--- config.mk ---
export PLATFORM = sky130hd
export DESIGN_NAME = ls_align
export DESIGN_NICKNAME = d
export VERILOG_FILES = /design/src/rtl/ls_align_pkg.sv /design/src/rtl/ls_align_check.sv /design/src/rtl/ls_store_steer.sv /design/src/rtl/ls_load_extract.sv /design/src/rtl/ls_align.sv
export SDC_FILE = /design/constraint.sdc
export NUM_CORES = 1
export LEC_CHECK = 0
export BUFFER_PORTS_ARGS = -buffer_cell sky130_fd_sc_hd__buf_2
export CAP_MARGIN = 20
export CORE_MARGIN = 5
export CORE_UTILIZATION = 30
export DETAILED_ROUTE_END_ITERATION = 16
export GPL_ROUTABILITY_DRIVEN = 0
export PLACE_DENSITY = 0.77
export SYNTH_ARGS = -nofsm -noshare
export SYNTH_HDL_FRONTEND = slang
export SYNTH_SLANG_ARGS = --single-unit
--- constraint.sdc ---
create_clock -name vclk -period 2.3
set_input_delay 0.69 -clock vclk [all_inputs]
set_output_delay 0.69 -clock vclk [all_outputs]
set_load 0.02 [all_outputs]
--- src/rtl/ls_align_pkg.sv ---
`timescale 1ns/1ps
// Shared types for the load/store lane steering unit.
// Assumes a two-bit size code; the fourth code behaves as a word.
package ls_align_pkg;

    typedef enum logic [1:0] {
        SZ_BYTE = 2'b00,
        SZ_HALF = 2'b01,
        SZ_WORD = 2'b10,
        SZ_WALT = 2'b11
    } acc_size_e;

    // True when the size code selects a full word.
    function automatic logic is_word(input logic [1:0] sz);
        return sz[1];
    endfunction

endpackage

--- src/rtl/ls_align_check.sv ---
`timescale 1ns/1ps
// Alignment checker: flags word accesses off a word boundary and
// halfword accesses on odd addresses. Byte accesses are always legal.
// Assumes LANES is a power of two and at least 4.
module ls_align_check
    import ls_align_pkg::*;
#(
    parameter int LANES = 4,
    localparam int OFF_W = $clog2(LANES)
) (
    input  logic [OFF_W-1:0] offset,
    input  logic [1:0]       size,
    output logic             misaligned
);

    // Decide legality from the low offset bits and the size code.
    always_comb begin
        misaligned = 1'b0;
        if (is_word(size))
            misaligned = (offset != '0);
        else if (size == SZ_HALF)
            misaligned = offset[0];
    end

endmodule

--- src/rtl/ls_store_steer.sv ---
`timescale 1ns/1ps
// Store lane steering: builds the per-lane write enables and copies the
// store value across every lane it could occupy. Enables are only raised
// for aligned stores. Lane order follows BIG_ENDIAN.
module ls_store_steer
    import ls_align_pkg::*;
#(
    parameter int DATA_W     = 32,
    parameter bit BIG_ENDIAN = 1'b0,
    localparam int LANES  = DATA_W / 8,
    localparam int HALVES = LANES / 2,
    localparam int OFF_W  = $clog2(LANES)
) (
    input  logic [OFF_W-1:0]  offset,
    input  logic [1:0]        size,
    input  logic              is_store,
    input  logic              misaligned,
    input  logic [DATA_W-1:0] store_data,
    output logic [LANES-1:0]  byte_en,
    output logic [DATA_W-1:0] store_lanes
);

    logic [OFF_W-1:0] byte_lane;
    logic [OFF_W-2:0] half_slot;
    logic             wr_ok;

    // Map the address offset onto the physical byte lane and halfword slot.
    always_comb begin
        if (BIG_ENDIAN) begin
            byte_lane = OFF_W'(LANES - 1) - offset;
            half_slot = (OFF_W-1)'(HALVES - 1) - offset[OFF_W-1:1];
        end else begin
            byte_lane = offset;
            half_slot = offset[OFF_W-1:1];
        end
    end

    // A write is allowed only for an aligned store.
    assign wr_ok = is_store && !misaligned;

    for (genvar l = 0; l < LANES; l++) begin : g_lane
        // Enable one lane when the access covers it.
        always_comb begin
            if (!wr_ok)
                byte_en[l] = 1'b0;
            else if (is_word(size))
                byte_en[l] = 1'b1;
            else if (size == SZ_HALF)
                byte_en[l] = ((l / 2) == int'(half_slot));
            else
                byte_en[l] = (OFF_W'(l) == byte_lane);
        end

        // Place the matching slice of the store value on this lane.
        always_comb begin
            if (is_word(size))
                store_lanes[8*l +: 8] = store_data[8*l +: 8];
            else if (size == SZ_HALF)
                store_lanes[8*l +: 8] = store_data[8*(l % 2) +: 8];
            else
                store_lanes[8*l +: 8] = store_data[7:0];
        end
    end

endmodule

--- src/rtl/ls_load_extract.sv ---
`timescale 1ns/1ps
// Load extraction: picks the addressed byte or halfword from the memory
// word, then sign- or zero-extends it. A misaligned access returns zero.
// Purely combinational; lane order follows BIG_ENDIAN.
module ls_load_extract
    import ls_align_pkg::*;
#(
    parameter int DATA_W     = 32,
    parameter bit BIG_ENDIAN = 1'b0,
    localparam int LANES  = DATA_W / 8,
    localparam int HALVES = LANES / 2,
    localparam int OFF_W  = $clog2(LANES)
) (
    input  logic [OFF_W-1:0]  offset,
    input  logic [1:0]        size,
    input  logic              is_signed,
    input  logic              misaligned,
    input  logic [DATA_W-1:0] mem_rdata,
    output logic [DATA_W-1:0] load_data
);

    logic [OFF_W-1:0] byte_lane;
    logic [OFF_W-2:0] half_slot;
    logic [7:0]       lanes  [LANES];
    logic [15:0]      halves [HALVES];
    logic [7:0]       sel_byte;
    logic [15:0]      sel_half;

    // Map the address offset onto the physical byte lane and halfword slot.
    always_comb begin
        if (BIG_ENDIAN) begin
            byte_lane = OFF_W'(LANES - 1) - offset;
            half_slot = (OFF_W-1)'(HALVES - 1) - offset[OFF_W-1:1];
        end else begin
            byte_lane = offset;
            half_slot = offset[OFF_W-1:1];
        end
    end

    for (genvar l = 0; l < LANES; l++) begin : g_lane
        assign lanes[l] = mem_rdata[8*l +: 8];
    end

    for (genvar h = 0; h < HALVES; h++) begin : g_half
        assign halves[h] = mem_rdata[16*h +: 16];
    end

    // Select the addressed byte and halfword.
    always_comb begin
        sel_byte = lanes[byte_lane];
        sel_half = halves[half_slot];
    end

    // Extend the selected value to the full width.
    always_comb begin
        if (misaligned)
            load_data = '0;
        else if (is_word(size))
            load_data = mem_rdata;
        else if (size == SZ_HALF)
            load_data = {{(DATA_W-16){is_signed & sel_half[15]}}, sel_half};
        else
            load_data = {{(DATA_W-8){is_signed & sel_byte[7]}}, sel_byte};
    end

endmodule

--- src/rtl/ls_align.sv ---
`timescale 1ns/1ps
// Load/store lane steering and extension unit (top).
// Sits between the core and a one-word-wide byte-addressed memory.
// Assumes DATA_W is a multiple of 16 with a power-of-two lane count.
// No state is held: every output follows the inputs in the same cycle.
module ls_align
    import ls_align_pkg::*;
#(
    parameter int DATA_W     = 32,
    parameter int ADDR_W     = 32,
    parameter bit BIG_ENDIAN = 1'b0,
    localparam int LANES = DATA_W / 8,
    localparam int OFF_W = $clog2(LANES)
) (
    input  logic [ADDR_W-1:0] addr,
    input  logic [1:0]        size,
    input  logic              is_signed,
    input  logic              is_store,
    input  logic [DATA_W-1:0] store_data,
    input  logic [DATA_W-1:0] mem_rdata,
    output logic [LANES-1:0]  byte_en,
    output logic [DATA_W-1:0] store_lanes,
    output logic [DATA_W-1:0] load_data,
    output logic              misaligned
);

    logic [OFF_W-1:0] offset;
    logic             unused_addr_hi;

    // Only the offset inside the word steers the lanes.
    assign offset         = addr[OFF_W-1:0];
    assign unused_addr_hi = ^addr[ADDR_W-1:OFF_W];

    ls_align_check #(
        .LANES (LANES)
    ) u_check (
        .offset     (offset),
        .size       (size),
        .misaligned (misaligned)
    );

    ls_store_steer #(
        .DATA_W     (DATA_W),
        .BIG_ENDIAN (BIG_ENDIAN)
    ) u_store (
        .offset      (offset),
        .size        (size),
        .is_store    (is_store),
        .misaligned  (misaligned),
        .store_data  (store_data),
        .byte_en     (byte_en),
        .store_lanes (store_lanes)
    );

    ls_load_extract #(
        .DATA_W     (DATA_W),
        .BIG_ENDIAN (BIG_ENDIAN)
    ) u_load (
        .offset     (offset),
        .size       (size),
        .is_signed  (is_signed),
        .misaligned (misaligned),
        .mem_rdata  (mem_rdata),
        .load_data  (load_data)
    );

endmodule

==> flow_summary.ini <==
[run_status]
outcome = finished with violations
failed_checks = negative setup slack

[floorplan]
core_um2 = 4290
initial_core_util = 0.304
die_h_um = 75.9
ioPinCount = 169
die_width_um = 75.9
floorplan.die_area_um2 = 5760
rows = 24

[worst_setup_path]
start_kind = primary input
startpoint = mem_rdata[23]
critical_path_data_arrival_time_ns = 1.83
critical_path_class = in -> out
crit_path_max_fanout = 8
data_required_time_of_the_critical_path_ns = 1.61
end_kind = output port

[synth]
synth.distinct_cells = 34
syn_inst = 172
synth_area_leader_cell = sky130_fd_sc_hd__mux2_2
netlist_area_pre_place_um2 = 1300
yosysTopAreaCellShare = 0.147
syn-num-nets = 272
ys_top_cells_by_area = sky130_fd_sc_hd__mux2_2 15%, sky130_fd_sc_hd__mux4_2 14%, sky130_fd_sc_hd__nand2_1 9.8%, sky130_fd_sc_hd__o21ai_0 8.8%, sky130_fd_sc_hd__mux2i_1 6.1%
postSynthAreaPerCell_um2 = 7.58
synth-seq-area-share = 0
synth.yosys.warnings = 0

[finish]
layout.core_utilization = 0.703
syn2layout_area_growth_pct = 131
layout.cells.most_common = sky130_fd_sc_hd__buf_2
seqCellArea_um2 = 0
n_antenna_cell = 0
layout_common_cells = 95 x sky130_fd_sc_hd__buf_2, 42 x sky130_fd_sc_hd__buf_6, 34 x sky130_fd_sc_hd__nand2_1
clock_buffers = 0
final_nets = 436
postLayoutCellArea_um2 = 3020
post_route_cells_drive_above_1_share = 0.737
nFlopsAndLatches = 0

[sta]
whs_ns = 1.65
timing_hold_violations_final = 0
fmax_ghz = 0.397
setup_total_negative_slack_ns = -5.42
worst_slack_ns = -0.222
unrepaired_setup_endpoints_after_global_routing = yes
worst_pin_slew_ns = 0.333
layout_worst_path_cycle_share = 1.10
worst_slew_margin_rel = 0.775
setup_viol = 43
drv_slew = 0
finalCriticalPeriod_ns = 2.52

[placed_design]
dpl_cell_area_um2 = 2270
dpl_wire_length_um = 4750
io_buffer_count = 139

[hold_path]
hold_path_class = in -> out
min-delay-start = store_data[1]
worst_hold_path.num_cells = 2

[drt]
drt-initial-drc-count = 39
routedWlPerCell_um = 16.8
dr.pass1.iters = 4
drcViolationCount = 0
routed_via_density = 5.14
vias = 1985
postRouteWirelength_um = 6490
route.antenna.remaining_nets = 0

[power]
power.leakage_nw = 1.48
max_ir_drop_vdd_mv = 0.181
power_per_cell_area_nw_per_um2 = 256
tot_pwr_mw = 0.772

[global_route]
grtUsageTotal = 0.208
grt_start_max_net_pins = 25
first_pass_grt_wire_length_um = 10400
grt_pass1_vias = 2140
antenna_violations_before_repair = 0
global_route.overflow_total = 0

[clock_network]
hold_buffers = 0

[job]
maxCapViolations = 0
[synth_stat cells]
cell type and count:
sky130_fd_sc_hd__o311a_1 1, sky130_fd_sc_hd__a21o_1 8, sky130_fd_sc_hd__o21a_1 1, sky130_fd_sc_hd__clkbuf_2 1, sky130_fd_sc_hd__mux2_2 17, sky130_fd_sc_hd__or2b_1 1
sky130_fd_sc_hd__buf_4 9, sky130_fd_sc_hd__nor2b_1 8, sky130_fd_sc_hd__nand2b_1 1, sky130_fd_sc_hd__a22o_1 1, sky130_fd_sc_hd__nor3b_4 1, sky130_fd_sc_hd__o21ai_0 23
sky130_fd_sc_hd__nor2_1 1, sky130_fd_sc_hd__nand2_1 34, sky130_fd_sc_hd__buf_6 4, sky130_fd_sc_hd__mux2_4 1, sky130_fd_sc_hd__xor2_1 1, sky130_fd_sc_hd__mux4_2 8
sky130_fd_sc_hd__nor2_2 2, sky130_fd_sc_hd__clkbuf_1 2, sky130_fd_sc_hd__nand4b_1 1, sky130_fd_sc_hd__o21ai_1 2, sky130_fd_sc_hd__a21oi_1 8, sky130_fd_sc_hd__buf_2 8
sky130_fd_sc_hd__or3b_1 1, sky130_fd_sc_hd__a21oi_2 2, sky130_fd_sc_hd__a31oi_1 1, sky130_fd_sc_hd__nand3b_1 8, sky130_fd_sc_hd__nor3b_1 3, sky130_fd_sc_hd__and2_1 1
sky130_fd_sc_hd__o311ai_4 1, sky130_fd_sc_hd__mux2i_1 8, sky130_fd_sc_hd__a21boi_2 1, sky130_fd_sc_hd__xnor2_1 2
[per-stage QoR]
stage          instances  setup WS [ns]
6_report             386         -0.222
5_1_grt              386         -0.237
4_1_cts              379         -0.254
3_5_place_dp         364         -0.385
3_3_place_gp         364         -0.346
2_1_floorplan        172         -0.139
[final timing paths]
kind	endpoint	slack, ns
setup / recovery	load_data[10]	-0.22
hold / removal	store_lanes[1]	1.65
[worst max-delay path: stages]
cell                       delay [ns]
sky130_fd_sc_hd__buf_4           0.13
sky130_fd_sc_hd__mux4_2          0.50
sky130_fd_sc_hd__a21boi_4        0.17
sky130_fd_sc_hd__buf_12          0.16
sky130_fd_sc_hd__a21oi_2         0.05
sky130_fd_sc_hd__buf_6           0.13
[metal layers]
| layer | up-vias | track usage | share of wire |
|---|---|---|---|
| met3 | 14 | 0.0450 | 0.089 |
| met1 | 917 | 0.207 | 0.34 |
| met4 | 0 | 0.0302 | 0.021 |
| met5 | - | 0 | 0 |
| met2 | 107 | 0.432 | 0.55 |
| li1 | 947 | - | - |
[report_power, final]
group	switching (mW)	internal, mW
clock	0	0
sequential	0	0
combinational	0.366	0.406
[timing repair]
action,in CTS,in global routing
endpoints found under the setup margin,55,52
pin swaps,7,7
setup buffers,12,8
resized for setup,103,36
gates cloned,3,2
[final cells by class]
cell class,instances,area (um^2)
Tap cell,52,65.1
Timing Repair Buffer,186,1560
Fill cell,335,1280
Multi-Input combinational cell,148,1390
[logic make-up after synthesis]
group           after synthesis  synth area share
xor+xnor                      3            0.0202
mux                          34             0.358
buf+inv                      24             0.127
compound gates               49             0.240
simple gates                 62             0.255
Note: power is estimated with default switching activity, not from simulation.
